**config.mk**
```make
export PLATFORM = sky130hd
export DESIGN_NAME = dac_ovs_chain
export DESIGN_NICKNAME = d
export VERILOG_FILES = /design/src/rtl/dac_ovs_pkg.sv /design/src/rtl/dac_rate_seq.sv /design/src/rtl/dac_lin_interp.sv /design/src/rtl/dac_sd2_mod.sv /design/src/rtl/dac_ovs_chain.sv
export SDC_FILE = /design/constraint.sdc
export NUM_CORES = 1
export LEC_CHECK = 0
export BUFFER_PORTS_ARGS = -buffer_cell sky130_fd_sc_hd__clkbuf_2
export CORE_ASPECT_RATIO = 1.25
export CORE_MARGIN = 2
export CORE_UTILIZATION = 45
export DETAILED_ROUTE_END_ITERATION = 8
export HOLD_SLACK_MARGIN = 0.1
export PLACE_DENSITY_LB_ADDON = 0.15
export SLEW_MARGIN = 20
export SYNTH_ARGS = -nofsm -noshare
export SYNTH_HDL_FRONTEND = slang
export SYNTH_HIERARCHICAL = 1
export SYNTH_SLANG_ARGS = --single-unit
export TNS_END_PERCENT = 1
```
**constraint.sdc**
```tcl
create_clock -name clk -period 7.4 [get_ports clk]
set_input_delay 1.48 -clock clk [delete_from_list [all_inputs] [get_ports clk]]
set_output_delay 1.48 -clock clk [all_outputs]
set_load 0.02 [all_outputs]
```
**src/rtl/dac_ovs_pkg.sv**
```systemverilog
package dac_ovs_pkg;

    // Sequencer state: names what the next tick will do
    typedef enum logic [1:0] {
        SEQ_IDLE = 2'd0,
        SEQ_HOLD = 2'd1,
        SEQ_STEP = 2'd2,
        SEQ_LOAD = 2'd3
    } seq_state_e;

    // Clamp a signed value to the range of a w-bit two's complement word
    function automatic int sat_to(input int v, input int w);
        int hi;
        int lo;
        hi = (1 <<< (w - 1)) - 1;
        lo = -(1 <<< (w - 1));
        if (v > hi) return hi;
        if (v < lo) return lo;
        return v;
    endfunction

endpackage

```
**src/rtl/dac_rate_seq.sv**
```systemverilog
module dac_rate_seq
    import dac_ovs_pkg::*;
#(
    parameter int HOLD   = 16,  // ticks per interpolated level (>= 2)
    parameter int INTERP = 8    // levels per sample period
) (
    input  logic clk,
    input  logic rst_n,
    input  logic tick_en,
    output logic load_stb,
    output logic step_stb
);

    localparam int HC_W = (HOLD > 2) ? $clog2(HOLD) : 1;
    localparam int PH_W = (INTERP > 1) ? $clog2(INTERP) : 1;
    localparam logic [HC_W-1:0] HOLD_LAST = HC_W'(HOLD - 2);
    localparam logic [PH_W-1:0] PH_LAST   = PH_W'(INTERP - 1);

    seq_state_e      state_q, state_d;
    logic [HC_W-1:0] hold_q, hold_d;
    logic [PH_W-1:0] phase_q, phase_d;

    // State register
    always_ff @(posedge clk) begin
        if (!rst_n) begin
            state_q <= SEQ_IDLE;
            hold_q  <= '0;
            phase_q <= '0;
        end else begin
            state_q <= state_d;
            hold_q  <= hold_d;
            phase_q <= phase_d;
        end
    end

    // Next state
    always_comb begin
        state_d = state_q;
        hold_d  = hold_q;
        phase_d = phase_q;
        if (tick_en) begin
            unique case (state_q)
                SEQ_IDLE, SEQ_LOAD: begin
                    state_d = SEQ_HOLD;
                    hold_d  = '0;
                    phase_d = '0;
                end
                SEQ_STEP: begin
                    state_d = SEQ_HOLD;
                    hold_d  = '0;
                    phase_d = phase_q + PH_W'(1);
                end
                SEQ_HOLD: begin
                    if (hold_q == HOLD_LAST) begin
                        state_d = (phase_q == PH_LAST) ? SEQ_LOAD : SEQ_STEP;
                    end else begin
                        hold_d = hold_q + HC_W'(1);
                    end
                end
                default: state_d = SEQ_IDLE;
            endcase
        end
    end

    // Outputs
    always_comb begin
        load_stb = 1'b0;
        step_stb = 1'b0;
        unique case (state_q)
            SEQ_IDLE, SEQ_LOAD: load_stb = tick_en;
            SEQ_STEP:           step_stb = tick_en;
            SEQ_HOLD:           ;
            default:            ;
        endcase
    end

endmodule

```
**src/rtl/dac_lin_interp.sv**
```systemverilog
module dac_lin_interp #(
    parameter int DATA_W = 16,
    parameter int INTERP = 8    // power of two
) (
    input  logic                     clk,
    input  logic                     rst_n,
    input  logic                     load_stb,
    input  logic                     step_stb,
    input  logic signed [DATA_W-1:0] sample_in,
    output logic signed [DATA_W-1:0] level
);

    localparam int SH    = $clog2(INTERP);
    localparam int DLT_W = DATA_W + 1;
    localparam int ACC_W = DLT_W + SH;

    logic signed [DATA_W-1:0] cur_q;
    logic signed [DLT_W-1:0]  dlt_q;
    logic signed [ACC_W-1:0]  acc_q;

    logic signed [DLT_W-1:0]  new_x, cur_x;
    logic signed [ACC_W-1:0]  base_w, inc_w;

    always_comb begin
        new_x  = {sample_in[DATA_W-1], sample_in};
        cur_x  = {cur_q[DATA_W-1], cur_q};
        base_w = {{(ACC_W-DATA_W){cur_q[DATA_W-1]}}, cur_q} <<< SH;
        inc_w  = {{(ACC_W-DLT_W){dlt_q[DLT_W-1]}}, dlt_q};
    end

    always_ff @(posedge clk) begin
        if (!rst_n) begin
            cur_q <= '0;
            dlt_q <= '0;
            acc_q <= '0;
        end else if (load_stb) begin
            cur_q <= sample_in;
            dlt_q <= new_x - cur_x;
            acc_q <= base_w;
        end else if (step_stb) begin
            acc_q <= acc_q + inc_w;
        end
    end

    // Level lies between two in-range samples, so the slice cannot overflow
    assign level = acc_q[SH +: DATA_W];

endmodule

```
**src/rtl/dac_sd2_mod.sv**
```systemverilog
module dac_sd2_mod
    import dac_ovs_pkg::*;
#(
    parameter int DATA_W = 16   // at most 24
) (
    input  logic                     clk,
    input  logic                     rst_n,
    input  logic                     tick_en,
    input  logic signed [DATA_W-1:0] x_in,
    output logic                     bit_out
);

    localparam int FS   = 1 <<< (DATA_W - 1);
    localparam int I1_W = DATA_W + 3;
    localparam int I2_W = DATA_W + 5;

    logic signed [I1_W-1:0] i1_q, i1_d;
    logic signed [I2_W-1:0] i2_q, i2_d;
    logic                   bit_q;

    int fb, s1, s2;

    always_comb begin
        fb   = bit_q ? FS : -FS;
        s1   = int'(i1_q) + int'(x_in) - fb;
        i1_d = I1_W'(sat_to(s1, I1_W));
        s2   = int'(i2_q) + int'(i1_d) - fb;
        i2_d = I2_W'(sat_to(s2, I2_W));
    end

    always_ff @(posedge clk) begin
        if (!rst_n) begin
            i1_q  <= '0;
            i2_q  <= '0;
            bit_q <= 1'b1;
        end else if (tick_en) begin
            i1_q  <= i1_d;
            i2_q  <= i2_d;
            bit_q <= ~i2_d[I2_W-1];
        end
    end

    assign bit_out = bit_q;

endmodule

```
**src/rtl/dac_ovs_chain.sv**
```systemverilog
module dac_ovs_chain #(
    parameter int DATA_W = 16,
    parameter int INTERP = 8,
    parameter int HOLD   = 16
) (
    input  logic              clk,
    input  logic              rst_n,
    input  logic              mod_en,
    input  logic [DATA_W-1:0] left_in,
    input  logic [DATA_W-1:0] right_in,
    output logic              sample_take,
    output logic              bit_l,
    output logic              bit_r
);

    localparam int NCH = 2;

    logic                     load_stb;
    logic                     step_stb;
    logic signed [DATA_W-1:0] smp    [NCH];
    logic signed [DATA_W-1:0] ip_val [NCH];
    logic                     bits   [NCH];

    assign smp[0] = $signed(left_in);
    assign smp[1] = $signed(right_in);

    dac_rate_seq #(.HOLD(HOLD), .INTERP(INTERP)) seq_i (
        .clk      (clk),
        .rst_n    (rst_n),
        .tick_en  (mod_en),
        .load_stb (load_stb),
        .step_stb (step_stb)
    );

    for (genvar c = 0; c < NCH; c++) begin : g_ch
        dac_lin_interp #(.DATA_W(DATA_W), .INTERP(INTERP)) ip_i (
            .clk       (clk),
            .rst_n     (rst_n),
            .load_stb  (load_stb),
            .step_stb  (step_stb),
            .sample_in (smp[c]),
            .level     (ip_val[c])
        );
        dac_sd2_mod #(.DATA_W(DATA_W)) mod_i (
            .clk     (clk),
            .rst_n   (rst_n),
            .tick_en (mod_en),
            .x_in    (ip_val[c]),
            .bit_out (bits[c])
        );
    end

    assign sample_take = load_stb;
    assign bit_l       = bits[0];
    assign bit_r       = bits[1];

endmodule

```
==> results of run 1 <==
==> registers in the layout (all words and copies together), names as in the netlist <==
register            flops
g_ch.ip_i/acc_q        38
g_ch.ip_i/cur_q        32
g_ch.ip_i/dlt_q        34
g_ch.mod_i/bit_out      2
g_ch.mod_i/i1_q        38
g_ch.mod_i/i2_q        42
seq_i/hold_q            4
seq_i/phase_q           3
seq_i/state_q           2
==> worst max-delay path, cell delays in order, from the launching register on <==
cell                       delay (ns)
sky130_fd_sc_hd__dfxtp_1         0.48
sky130_fd_sc_hd__inv_1           0.25
sky130_fd_sc_hd__fa_1            0.56
sky130_fd_sc_hd__inv_1           0.04
sky130_fd_sc_hd__ha_1            0.34
sky130_fd_sc_hd__inv_1           0.13
sky130_fd_sc_hd__nor3_2          0.25
sky130_fd_sc_hd__nor3_1          0.07
sky130_fd_sc_hd__a21oi_1         0.25
sky130_fd_sc_hd__nand2_2         0.16
sky130_fd_sc_hd__a21oi_4         0.24
sky130_fd_sc_hd__inv_2           0.10
sky130_fd_sc_hd__a311oi_4        0.58
sky130_fd_sc_hd__buf_4           0.24
sky130_fd_sc_hd__a21oi_2         0.04
sky130_fd_sc_hd__ha_1            0.27
sky130_fd_sc_hd__inv_1           0.04
sky130_fd_sc_hd__ha_1            0.38
sky130_fd_sc_hd__a21oi_1         0.19
sky130_fd_sc_hd__o21ai_1         0.12
sky130_fd_sc_hd__a32o_1          0.27
sky130_fd_sc_hd__a211o_1         0.33
sky130_fd_sc_hd__a31oi_1         0.30
sky130_fd_sc_hd__o211ai_1        0.22
sky130_fd_sc_hd__nor2_1          0.14
sky130_fd_sc_hd__a31o_2          0.39
sky130_fd_sc_hd__a21oi_1         0.12
==> final cells by class <==
cell class	instances	share of cell area (%)
Clock buffer	20	2.51
Clock inverter	12	0.901
Inverter	310	6.25
Multi-Input combinational cell	1642	64.4
Sequential cell	195	21.0
Tap cell	498	3.35
Timing Repair Buffer	52	1.63
==> placed cells by master, fill, tap and decap left out, types with 22 or more instances in the layout <==
cell                       netlist  routed
sky130_fd_sc_hd__xor2_1         27      27
sky130_fd_sc_hd__inv_1         305     304
sky130_fd_sc_hd__o211ai_1       26      26
sky130_fd_sc_hd__ha_1          219     219
sky130_fd_sc_hd__xnor2_1        62      62
sky130_fd_sc_hd__clkbuf_2        0      35
sky130_fd_sc_hd__o21ai_0       134     134
sky130_fd_sc_hd__nor2b_1        24      24
sky130_fd_sc_hd__o21a_1         32      32
sky130_fd_sc_hd__nor2_1        120     120
sky130_fd_sc_hd__a211oi_1       28      28
sky130_fd_sc_hd__a21o_1         49      49
sky130_fd_sc_hd__dfxtp_1       195     195
sky130_fd_sc_hd__and3_1         22      22
sky130_fd_sc_hd__nor3_1         26      26
sky130_fd_sc_hd__mux2i_1        47      47
sky130_fd_sc_hd__nand2_1       185     185
sky130_fd_sc_hd__nand3_1        65      65
sky130_fd_sc_hd__a21oi_1       220     220
==> logic make-up after synthesis <==
logic type / share of synthesized area (%)
AOI/OAI and AO/OA: 27.4
xor gates and xnor gates: 4.40
adders and majority gates: 17.7
buffers and inverters: 10.2
DFF: 22.1
muxes: 2.81
and+or+nand+nor: 15.3
==> stage by stage <==
step | std cells | cell area, um2 | hold WS (ns) | setup WS (ns) | util (%)
after CTS | 2729 | 18600 | 0.473 | 0.531 | 47.8
after detailed placement | 2697 | 18000 | 0.461 | 0.592 | 46.2
after global placement | 2697 | 18000 | 0.450 | 0.746 | 46.2
final | 2729 | 18600 | 0.469 | 0.753 | 47.8
after global routing | 2729 | 18600 | 0.503 | 0.148 | 47.8
after floorplan | 2263 | 17700 | 0.435 | 1.27 | -
==> final timing paths <==
| check | startpoint | endpoint |
|---|---|---|
| worst max register to register | g_ch[1].mod_i/bit_out | g_ch[1].mod_i/i2_q[10] |
| worst max-delay path | g_ch[1].mod_i/bit_out | g_ch[1].mod_i/i2_q[10] |
| worst min-delay path | g_ch[1].ip_i/dlt_q[6] | g_ch[1].ip_i/dlt_q[6] |
| worst min register to register | g_ch[1].ip_i/dlt_q[6] | g_ch[1].ip_i/dlt_q[6] |
==> timing repair <==
item	CTS	global route
hold buffers	0	0
resized for setup	0	1
setup endpoints to repair	0	17
==> routing by layer <==
layer  vias to the layer above  part of all wire (%)  routed length, um  global-route usage (%)
li1                       7837                     -                  -                       -
met1                      7164                    48              21000                    26.9
met2                       238                    47              20600                    37.6
met3                        58                   2.4               1050                    2.06
met4                         0                   2.0                882                    7.26
met5                         -                     0                  0                       0
==> impl.org, run 1 <==
** Outcome
- Status :: complete, no violations

** Global routing
- The initial antenna violation count came to 0.
- The first global-routing pass estimated 71,600 um of wire.
- Vias in the first global route :: 14,700
- The total overflow left after global routing is 0.
- For this run, the total global-route usage over all layers was measured as 21.2%.
- Maximum number of pins on one net before global-route repair :: 74

** STA
- Final total negative setup slack :: 0 ns
- Final count of negative-setup-slack endpoints :: 0
- Endpoints failing hold :: 0
- Unrepaired setup endpoints after global routing :: false
- Worst slew pin tran :: 0.955 ns
- Measured against its own limit, the worst slew margin works out to 36.2%.
- The number of slew-limit violations in the final report was 0.
- Of the available clock period, the critical path in the final layout requires 89.8%.
- On the final layout, the worst clock skew is 0.0132 ns.
- Static timing analysis puts the maximum clock frequency at 150 MHz.
- Crit path time final :: 6.65 ns

** Clock tree
- TritonCTS created 17 clock buffers.
- Clock buffer depth :: 2
- TritonCTS built the clock tree.
- Counting every sink on the clock net gives 195.
- Setup fix buffers added after clock tree synthesis :: 0
- The clock reaches the later pin of the worst-skew pair after 0.47 ns.
- Clock root buffer :: sky130_fd_sc_hd__clkbuf_16
- Number of H-tree levels :: 4
- Clock-pin slew was measured on the worst setup and hold paths at 0.08 ns.

** Route
- Iteration count of the initial detailed-routing pass :: 5
- After detailed routing, the total wire length is 43,500 um.
- In this run the remaining antenna-violating nets after routing total 0.
- DRC errors left :: 0
- Using the TritonRoute via totals, the vias-per-cell ratio works out to 5.61.
- Iter 0 DRT Violations :: 675
- WL per Instance :: 15.9 um
- Overall via count from detail_route :: 15,300

** Final layout
- Registers take 0.00390 mm2.
- In the final layout, the multi-input gates occupy 0.0120 mm2.
- Layout net count :: 2,492
- Compared with the post-synthesis result, the final layout area differs by 5.16%.
- Ratio of cells with drive above 1 in the final layout :: 8.34%
- Fillcell total :: 3,950
- # diodes :: 0

** Synth
- In this run, distinct cell masters in the synthesized netlist total 116.
- The largest total area in the synthesized netlist belongs to sky130_fd_sc_hd__dfxtp_1.
- Count leader, synth :: sky130_fd_sc_hd__inv_1
- Proportion of register bits with asynchronous set or reset after synthesis :: 0%
- After synthesis, the most frequently instantiated cells are sky130_fd_sc_hd__inv_1 (305), sky130_fd_sc_hd__a21oi_1 (220), sky130_fd_sc_hd__ha_1 (219), sky130_fd_sc_hd__dfxtp_1 (195), sky130_fd_sc_hd__nand2_1 (185).
- Number of enable flip-flop cells after synthesis :: 0
- Fraction of the yosys area taken by sequential cells :: 22.1%
- Mapped Area :: 0.0177 mm2
- Number of register bits inferred by synthesis :: 195
- Synthesized area per cell :: 7.82 um2
- Count of mapped cells out of synthesis :: 2,263
- Cell types occupying the most area after synthesis :: sky130_fd_sc_hd__dfxtp_1 (22%), sky130_fd_sc_hd__ha_1 (15%), sky130_fd_sc_hd__inv_1 (6.5%)
- Nets in the synthesized netlist :: 2,537
- After synthesis, the largest area contributor takes up 22.1% of total cell area.
- In the synthesized netlist the dominant register cell turns out to be sky130_fd_sc_hd__dfxtp_1.
- For this run, the number of Yosys warnings is 6.

** Floorplan
- The initial utilization of the core area, before any placement, comes to 45.5%.
- The die covers 0.0409 mm2.
- The floorplan step defined a core boundary enclosing 0.0389 mm2.
- 38 I/O pins were placed.
- In this run the core area contains 81 standard-cell rows.
- In this run the vertical extent of the chip is 226 um.
- Floorplan die width :: 181 um

** Worst setup path
- Worst reg-to-reg path cell count :: 26
- Setup slack on the worst reg-to-reg path comes out at 0.75 ns.
- The critical path is of the register to register type.
- At the worst endpoint, the required time is 7.73 ns.
- CP startpoint kind :: register
- STA classifies the critical path endpoint as a register.
- Maximum fanout along the worst path :: 20
- At the worst endpoint, the arrival time is 6.97 ns.

** Placed design
- The HPWL after detailed placement is 32,700 um.
- Routability-driven placement congestion ratio :: 0.900
- # port buffers :: 37

** Min path
- The worst hold path passes through 2 cells.
- The tightest min-delay check is of the register to register type.

** Flow run
- Maximum Capacitance Violations :: 0
Power of run 1 is not shown: default switching activity piles up to over one toggle a cycle in this logic, so the estimate is an artifact.
==> run 2, diff against run 1 <==
--- a/config.mk
+++ b/config.mk
@@ -11,7 +11,7 @@
 export CORE_UTILIZATION = 45
 export DETAILED_ROUTE_END_ITERATION = 8
 export HOLD_SLACK_MARGIN = 0.1
-export PLACE_DENSITY_LB_ADDON = 0.15
+export PLACE_DENSITY = 0.56
 export SLEW_MARGIN = 20
 export SYNTH_ARGS = -nofsm -noshare
 export SYNTH_HDL_FRONTEND = slang
==> impl.org, run 2 (synthesis gave the netlist of run 1 again) <==
** Outcome
- The run finished with clean final reports.

** Worst setup path
- The largest fanout on the critical path came to 20 (unchanged).
- Setup Crit Path Kind :: register to register
- Critical Path Max Stage Delay :: 0.70 ns (+0.12 ns)
- Arrival @ worst endpoint :: 7.02 ns (+0.05 ns)
- Critical path endpoint category :: register
- The critical path data required time came to 7.80 ns (+0.07 ns).
- The slowest stage of the critical path is the sky130_fd_sc_hd__a32oi_2 cell.
- STA classifies the critical path startpoint as a register.
- Traced cell by cell, the critical path runs through inv_1 -> fa_1 -> inv_1 -> ha_1 -> inv_1 -> nor3_2 -> nor3_1 -> a21oi_1 -> nand2_2 -> a32oi_2 -> a21oi_1 -> ha_1 -> inv_1 -> ha_1 -> a21o_1 -> or3_1 -> o21ai_1 -> a21oi_1 -> a31oi_1 -> or3_1 -> a41o_1 -> o21ai_0 -> a21oi_1.

** Min path
- The tightest min-delay check is of the register to register type.

** Global routing
- Combined global-route utilization of all metal layers :: 21.7% (+0.50 points)
- The wire length of the first global-routing pass was 73,200 um (+2.2%).
- The pin count of the biggest net entering global routing is 68 (-8.1%).
- GR met3 Demand/Resource :: 2.13% (+0.065 points)
- The global-route congestion overflow total was 0 (unchanged).
- In this run the most used layer during global routing was met2.
- Global routing met1 resource utilization :: 25.4% (-1.5 points)
- Number of antenna violations at the first check in global routing :: 0 (unchanged)
- Met2 routing resource usage after global routing :: 40.7% (+3.1 points)
- The number of global-route vias before repair is 15,100 (+2.4%).

** Clock tree
- The clock-pin slew reported for the worst setup and hold paths after clock tree synthesis is 0.07 ns (about the same).
- The TritonCTS buffer count is 17 (unchanged).
- Sinks on the clock net :: 195 (unchanged)
- The total of hold buffers inserted after clock tree synthesis is 0 (unchanged).
- The cell sitting at the root of the clock tree is a sky130_fd_sc_hd__clkbuf_16.
- The clock latency reported for the late side of the worst-skew pair is 0.47 ns (about the same).
- TritonCTS clock tree :: done
- Number of H-tree levels :: 4 (unchanged)
- Clock buffer depth :: 2 (unchanged)

** STA
- Max transition margin :: 34.8% (-1.5 points)
- Highest achievable clock rate :: 151 MHz (+0.32%)
- Unrepaired setup endpoints after global routing :: false
- The final count of negative-setup-slack endpoints was 0 (unchanged).
- Worst setup skew after layout :: 0.0106 ns (-0.00261 ns)
- Min setup slack post-route :: 0.774 ns (+0.0209 ns)
- Endpoints failing hold :: 0 (unchanged)
- The transition time of the tightest slew-check pin is 0.978 ns (+0.0229 ns).
- Final total negative setup slack :: 0 ns (unchanged)
- The number of slew-limit violations in the final report came to 0 (unchanged).
- Crit path time final :: 6.63 ns (-0.0209 ns)
- Share of the clock period used by the worst path after layout :: 89.5% (-0.28 points)

** Final layout
- Leaving out fill and tap cells, the most frequent cell in the layout is sky130_fd_sc_hd__inv_1.
- The antenna diode count came to 0 (unchanged).
- Layout net count :: 2,499 (+0.28%)
- Compared with the post-synthesis result, the final layout area differs by 5.38%.
- The final core utilization is 47.9% (+0.10 points).
- Leaving out fill and tap cells, the most frequent cells in the layout are sky130_fd_sc_hd__inv_1 (305), sky130_fd_sc_hd__a21oi_1 (220), sky130_fd_sc_hd__ha_1 (219), sky130_fd_sc_hd__dfxtp_1 (195), sky130_fd_sc_hd__nand2_1 (185).
- Ratio of cells with drive above 1 in the final layout :: 8.49% (+0.15 points)
- Biggest regs :: g_ch.mod_i/i2_q (42), g_ch.ip_i/acc_q (38), g_ch.mod_i/i1_q (38)
- The post-route cell area was 0.0187 mm2 (+0.21%).
- The register with the most flip-flops in the final layout is g_ch.mod_i/i2_q.
- The number of flip-flops under the largest register name came to 42 (unchanged).

** Route
- Total routed wirelength :: 43,700 um (+0.41%)
- Via-per-instance ratio :: 5.65 (+0.85%)
- Number of nets with antenna violations after routing :: 0 (unchanged)
- The wire length per cell is 16.0 um (+0.15%).
- Iter 0 DRT Violations :: 746 (+11%)
- The number of vias in the routed layout is 15,500 (+1.1%).
- DRC errors left :: 0 (unchanged)
- The first-pass iteration count of the detailed router is 6 (+1).

** Flow run
- Maximum Capacitance Violations :: 0 (unchanged)

** Floorplan
- Effective utilization at floorplan :: 45.5% (unchanged)
- Floorplan die height :: 226 um (unchanged)
- Floorplan die width :: 181 um (unchanged)
- The placement row count was 81 (unchanged).
- Area of the placeable core :: 0.0389 mm2 (unchanged)
- Area of the die :: 0.0409 mm2 (unchanged)
- I/O pin total :: 38 (unchanged)

** Placed design
- The final estimated routing congestion in global placement was 0.863 (-4.1%).
- The post-detailed-placement cell area was 0.0180 mm2 (about the same).
- The detailed-placement wirelength estimate came to 33,000 um (+0.83%).
- The pre-CTS worst setup slack came to 0.472 ns (-0.120 ns).
- # port buffers :: 37 (unchanged)
==> run 2: changes by cell type in the layout (fill, tap and decap cells not counted), moves of 2 or more <==
cell,before,now
sky130_fd_sc_hd__buf_4,17,23
sky130_fd_sc_hd__clkbuf_8,3,1
sky130_fd_sc_hd__clkinv_4,0,3
sky130_fd_sc_hd__inv_6,4,2
==> run 2: stage by stage <==
| stage | hold WS, ns | std cells |
|---|---|---|
| 4_1_cts | 0.468 | 2731 |
| 3_3_place_gp | 0.448 | 2699 |
| 2_1_floorplan | 0.435 | 2263 |
| 3_5_place_dp | 0.450 | 2699 |
| 5_1_grt | 0.499 | 2736 |
| 6_report | 0.468 | 2736 |
==> run 2: cell type report <==
cell class                      count  area [um2]
Tap cell                          498         623
Inverter                          310        1160
Sequential cell                   195        3900
Clock buffer                       19         443
Timing Repair Buffer               59         368
Clock inverter                     13         166
Multi-Input combinational cell   1642       12000
Fill cell                        4003       20300
==> run 2: worst max-delay path, delay by kind of cell (launching register included) <==
family	cells	cell delay, ns
AOI/OAI and AO/OA	10	3.07
buffers and inverters	4	0.46
and+or+nand+nor	5	0.95
DFF	1	0.48
adders and majority gates	4	1.59
==> run 2: path summary, 6_finish.rpt <==
path                                        startpoint                      to  slack [ns]  depth (start not counted)
worst min-delay path            g_ch[0].mod_i/i1_q[16]  g_ch[0].mod_i/i1_q[16]        0.47                          2
worst min register to register  g_ch[0].mod_i/i1_q[16]  g_ch[0].mod_i/i1_q[16]        0.47                          2
worst max-delay path             g_ch[1].mod_i/bit_out  g_ch[1].mod_i/i2_q[14]        0.77                         23
worst max register to register   g_ch[1].mod_i/bit_out  g_ch[1].mod_i/i2_q[14]        0.77                         23
==> run 2: metal layers <==
layer | vias up | routed length, um
met5 | - | 0
met4 | 0 | 1060
met3 | 65 | 1010
met2 | 216 | 22400
met1 | 7321 | 19200
li1 | 7864 | -
==> run 2: repair_timing <==
| item | CTS | global route |
|---|---|---|
| endpoints found under the setup margin | 0 | 20 |
| buffers inserted | 0 | 5 |
| resized for setup | 0 | 0 |
Power of run 2 is left out for the same reason.
==> run 3, diff against run 2 <==
--- a/config.mk
+++ b/config.mk
@@ -12,6 +12,7 @@
 export DETAILED_ROUTE_END_ITERATION = 8
 export HOLD_SLACK_MARGIN = 0.1
 export PLACE_DENSITY = 0.56
+export REMOVE_ABC_BUFFERS = 1
 export SLEW_MARGIN = 20
 export SYNTH_ARGS = -nofsm -noshare
 export SYNTH_HDL_FRONTEND = slang
==> impl.org, run 3 (synthesis gave the netlist of run 1 again) <==
** Outcome
- The run finished with clean final reports.

** STA
- Final total negative setup slack :: 0 ns (unchanged)
- Worst setup skew after layout :: 0.0112 ns (+0.000659 ns)
- Share of the clock period used by the worst path after layout :: 92.8% (+3.3 points)
- Unrepaired setup endpoints after global routing :: false
- Crit path time final :: 6.87 ns (+0.244 ns)
- Final number of max-transition violations :: 0 (unchanged)
- Final count of negative-setup-slack endpoints :: 0 (unchanged)
- Min setup slack post-route :: 0.530 ns (-0.244 ns)
- The worst hold margin came to 0.472 ns (+0.00331 ns).
- Highest achievable clock rate :: 146 MHz (-3.6%)
- The transition time of the tightest slew-check pin is 0.867 ns (-0.111 ns).
- The headroom to the max-slew limit is 42.2% (+7.4 points).
- The hold violation count in the final report came to 0 (unchanged).

** Clock tree
- The total of hold buffers inserted after clock tree synthesis is 0 (unchanged).
- TritonCTS clock tree :: done
- Setup fix buffers added after clock tree synthesis :: 0 (unchanged)
- Clock root buffer :: sky130_fd_sc_hd__clkbuf_16
- Clock latency on the worst-skew pair :: 0.46 ns (about the same)
- Number of H-tree levels :: 4 (unchanged)
- The clock-pin slew reported for the worst setup and hold paths after clock tree synthesis is 0.07 ns (about the same).
- Sinks on the clock net :: 195 (unchanged)
- Number of buffers added by the clock tree synthesis step :: 17 (unchanged)
- The number of buffers on the longest clock path came to 2 (unchanged).

** Final layout
- The multi-input logic area came to 0.0120 mm2 (about the same).
- Fillcell total :: 3,984 (-0.47%)
- Register with the most flip-flops :: g_ch.mod_i/i2_q
- The area of all sequential standard cells was 0.00390 mm2 (unchanged).
- The largest registers in the layout are g_ch.mod_i/i2_q (42), g_ch.ip_i/acc_q (38), g_ch.mod_i/i1_q (38).
- Post-layout util :: 47.7% (-0.20 points)
- The layout net count was 2,492 (-0.28%).
- # diodes :: 0 (unchanged)
- In the layout the commonest cells are sky130_fd_sc_hd__inv_1 (304), sky130_fd_sc_hd__a21oi_1 (220), sky130_fd_sc_hd__ha_1 (219), sky130_fd_sc_hd__dfxtp_1 (195), sky130_fd_sc_hd__nand2_1 (185).
- Most common cell after layout, fill and taps aside :: sky130_fd_sc_hd__inv_1
- Area delta synth->final :: 4.94%
- Ratio of cells with drive above 1 in the final layout :: 8.29% (-0.20 points)
- Flip-flop count of the largest register, all copies and words added :: 42 (unchanged)

** Global routing
- The initial antenna violation count is 0 (unchanged).
- The pin count of the biggest net entering global routing came to 67 (-1.5%).
- GRT overflow :: 0 (unchanged)
- First-pass GRT wire length :: 73,300 um (about the same)
- The global router's overall resource usage is 21.4% (-0.30 points).
- The number of global-route vias before repair is 15,400 (+1.8%).

** Floorplan
- The placement row count was 81 (unchanged).
- The initial cell density of the core came to 45.5% (unchanged).
- Floorplan die width :: 181 um (unchanged)
- Floorplan die height :: 226 um (unchanged)
- The full die area was 0.0409 mm2 (unchanged).
- Area of the placeable core :: 0.0389 mm2 (unchanged)
- I/O pin total :: 38 (unchanged)

** Route
- Number of nets with antenna violations after routing :: 0 (unchanged)
- The post-route DRC violation count came to 0 (unchanged).
- The number of vias in the routed layout was 15,500 (+0.058%).
- Total routed wirelength :: 42,800 um (-2.1%)
- Iteration count of the initial detailed-routing pass :: 6 (unchanged)
- Via-per-instance ratio :: 5.67 (+0.31%)
- Iter 0 DRT Violations :: 723 (-3.1%)
- The wire length per cell is 15.7 um (-1.8%).

** Placed design
- The detailed-placement wirelength estimate came to 32,400 um (-1.7%).
- Pre-CTS setup slack :: 0.334 ns (-0.138 ns)
- Routability-driven placement congestion ratio :: 0.856 (-0.80%)
- # port buffers :: 37 (unchanged)

** Worst setup path
- Worst-case register-to-register setup slack :: 0.53 ns (-0.24 ns)
- Arrival @ worst endpoint :: 7.19 ns (+0.17 ns)
- The largest fanout on the critical path is 20 (unchanged).
- Setup Crit Path Kind :: register to register
- CP startpoint kind :: register
- The critical path data required time was 7.72 ns (-0.08 ns).
- Critical path endpoint category :: register

** Flow run
- Maximum Capacitance Violations :: 0 (unchanged)

** Min path
- The path class of the tightest hold or removal check is register to register.
## run 3: cell types whose count changed in the layout (fill, tap and decap cells not counted)
cell and change:
sky130_fd_sc_hd__bufinv_16 -1, sky130_fd_sc_hd__inv_1 -1, sky130_fd_sc_hd__clkinvlp_4 +1, sky130_fd_sc_hd__inv_2 +1, sky130_fd_sc_hd__buf_12 -1, sky130_fd_sc_hd__a41o_1 -1
sky130_fd_sc_hd__buf_4 -6, sky130_fd_sc_hd__clkinv_2 -1, sky130_fd_sc_hd__clkbuf_8 +1, sky130_fd_sc_hd__a41o_2 +1
## run 3: timing repair
item                                    4_1_cts  5_1_grt
hold endpoints to repair                      0        0
endpoints found under the setup margin        0       20
resized for setup                             0        1
## run 3: path summary, 6_finish.rpt
path	startpoint	to	depth (start not counted)
setup / recovery	g_ch[1].mod_i/bit_out	g_ch[1].mod_i/i2_q[17]	26
hold / removal	g_ch[0].mod_i/i1_q[16]	g_ch[0].mod_i/i1_q[16]	2
setup reg to reg	g_ch[1].mod_i/bit_out	g_ch[1].mod_i/i2_q[17]	26
hold reg to reg	g_ch[0].mod_i/i1_q[16]	g_ch[0].mod_i/i1_q[16]	2
## run 3: per-layer routing
| metal | track usage [%] | wire length, um |
|---|---|---|
| met5 | 0 | 0 |
| met4 | 7.42 | 974 |
| met3 | 2.10 | 883 |
| met2 | 40.1 | 21800 |
| met1 | 25.4 | 19200 |
## run 3: final cells by class
cell class	count	share of cell area, %
clock buffers	20	2.46
clock inverters	12	0.748
inverters	310	6.26
multi-input cells	1642	64.5
flip-flops and latches	195	21.0
well taps	498	3.35
repair buffers	52	1.63
## run 3: stage by stage
step                cells  instance area (um2)
finish               2729                18600
global route         2729                18600
CTS                  2729                18600
detailed placement   2697                18000
global placement     2697                18000
floorplan            2147                17100
## run 3: critical path: stages, from the launching register on
cell and delay (ns):
sky130_fd_sc_hd__dfxtp_1 0.49, sky130_fd_sc_hd__inv_1 0.27, sky130_fd_sc_hd__fa_1 0.56, sky130_fd_sc_hd__inv_1 0.04
sky130_fd_sc_hd__ha_1 0.35, sky130_fd_sc_hd__inv_1 0.15, sky130_fd_sc_hd__nor3_2 0.25, sky130_fd_sc_hd__nor3_1 0.07
sky130_fd_sc_hd__a21oi_1 0.28, sky130_fd_sc_hd__nand2_2 0.16, sky130_fd_sc_hd__a21oi_4 0.25, sky130_fd_sc_hd__inv_2 0.10
sky130_fd_sc_hd__a311oi_4 0.64, sky130_fd_sc_hd__buf_4 0.26, sky130_fd_sc_hd__a21oi_2 0.04, sky130_fd_sc_hd__ha_1 0.28
sky130_fd_sc_hd__inv_1 0.04, sky130_fd_sc_hd__ha_1 0.38, sky130_fd_sc_hd__a21oi_1 0.18, sky130_fd_sc_hd__o21ai_1 0.10
sky130_fd_sc_hd__a32o_1 0.27, sky130_fd_sc_hd__a211o_1 0.34, sky130_fd_sc_hd__a31oi_1 0.29, sky130_fd_sc_hd__o211ai_1 0.22
sky130_fd_sc_hd__nor2_1 0.16, sky130_fd_sc_hd__a31o_2 0.43, sky130_fd_sc_hd__a21oi_1 0.14
Power of run 3 is left out for the same reason.
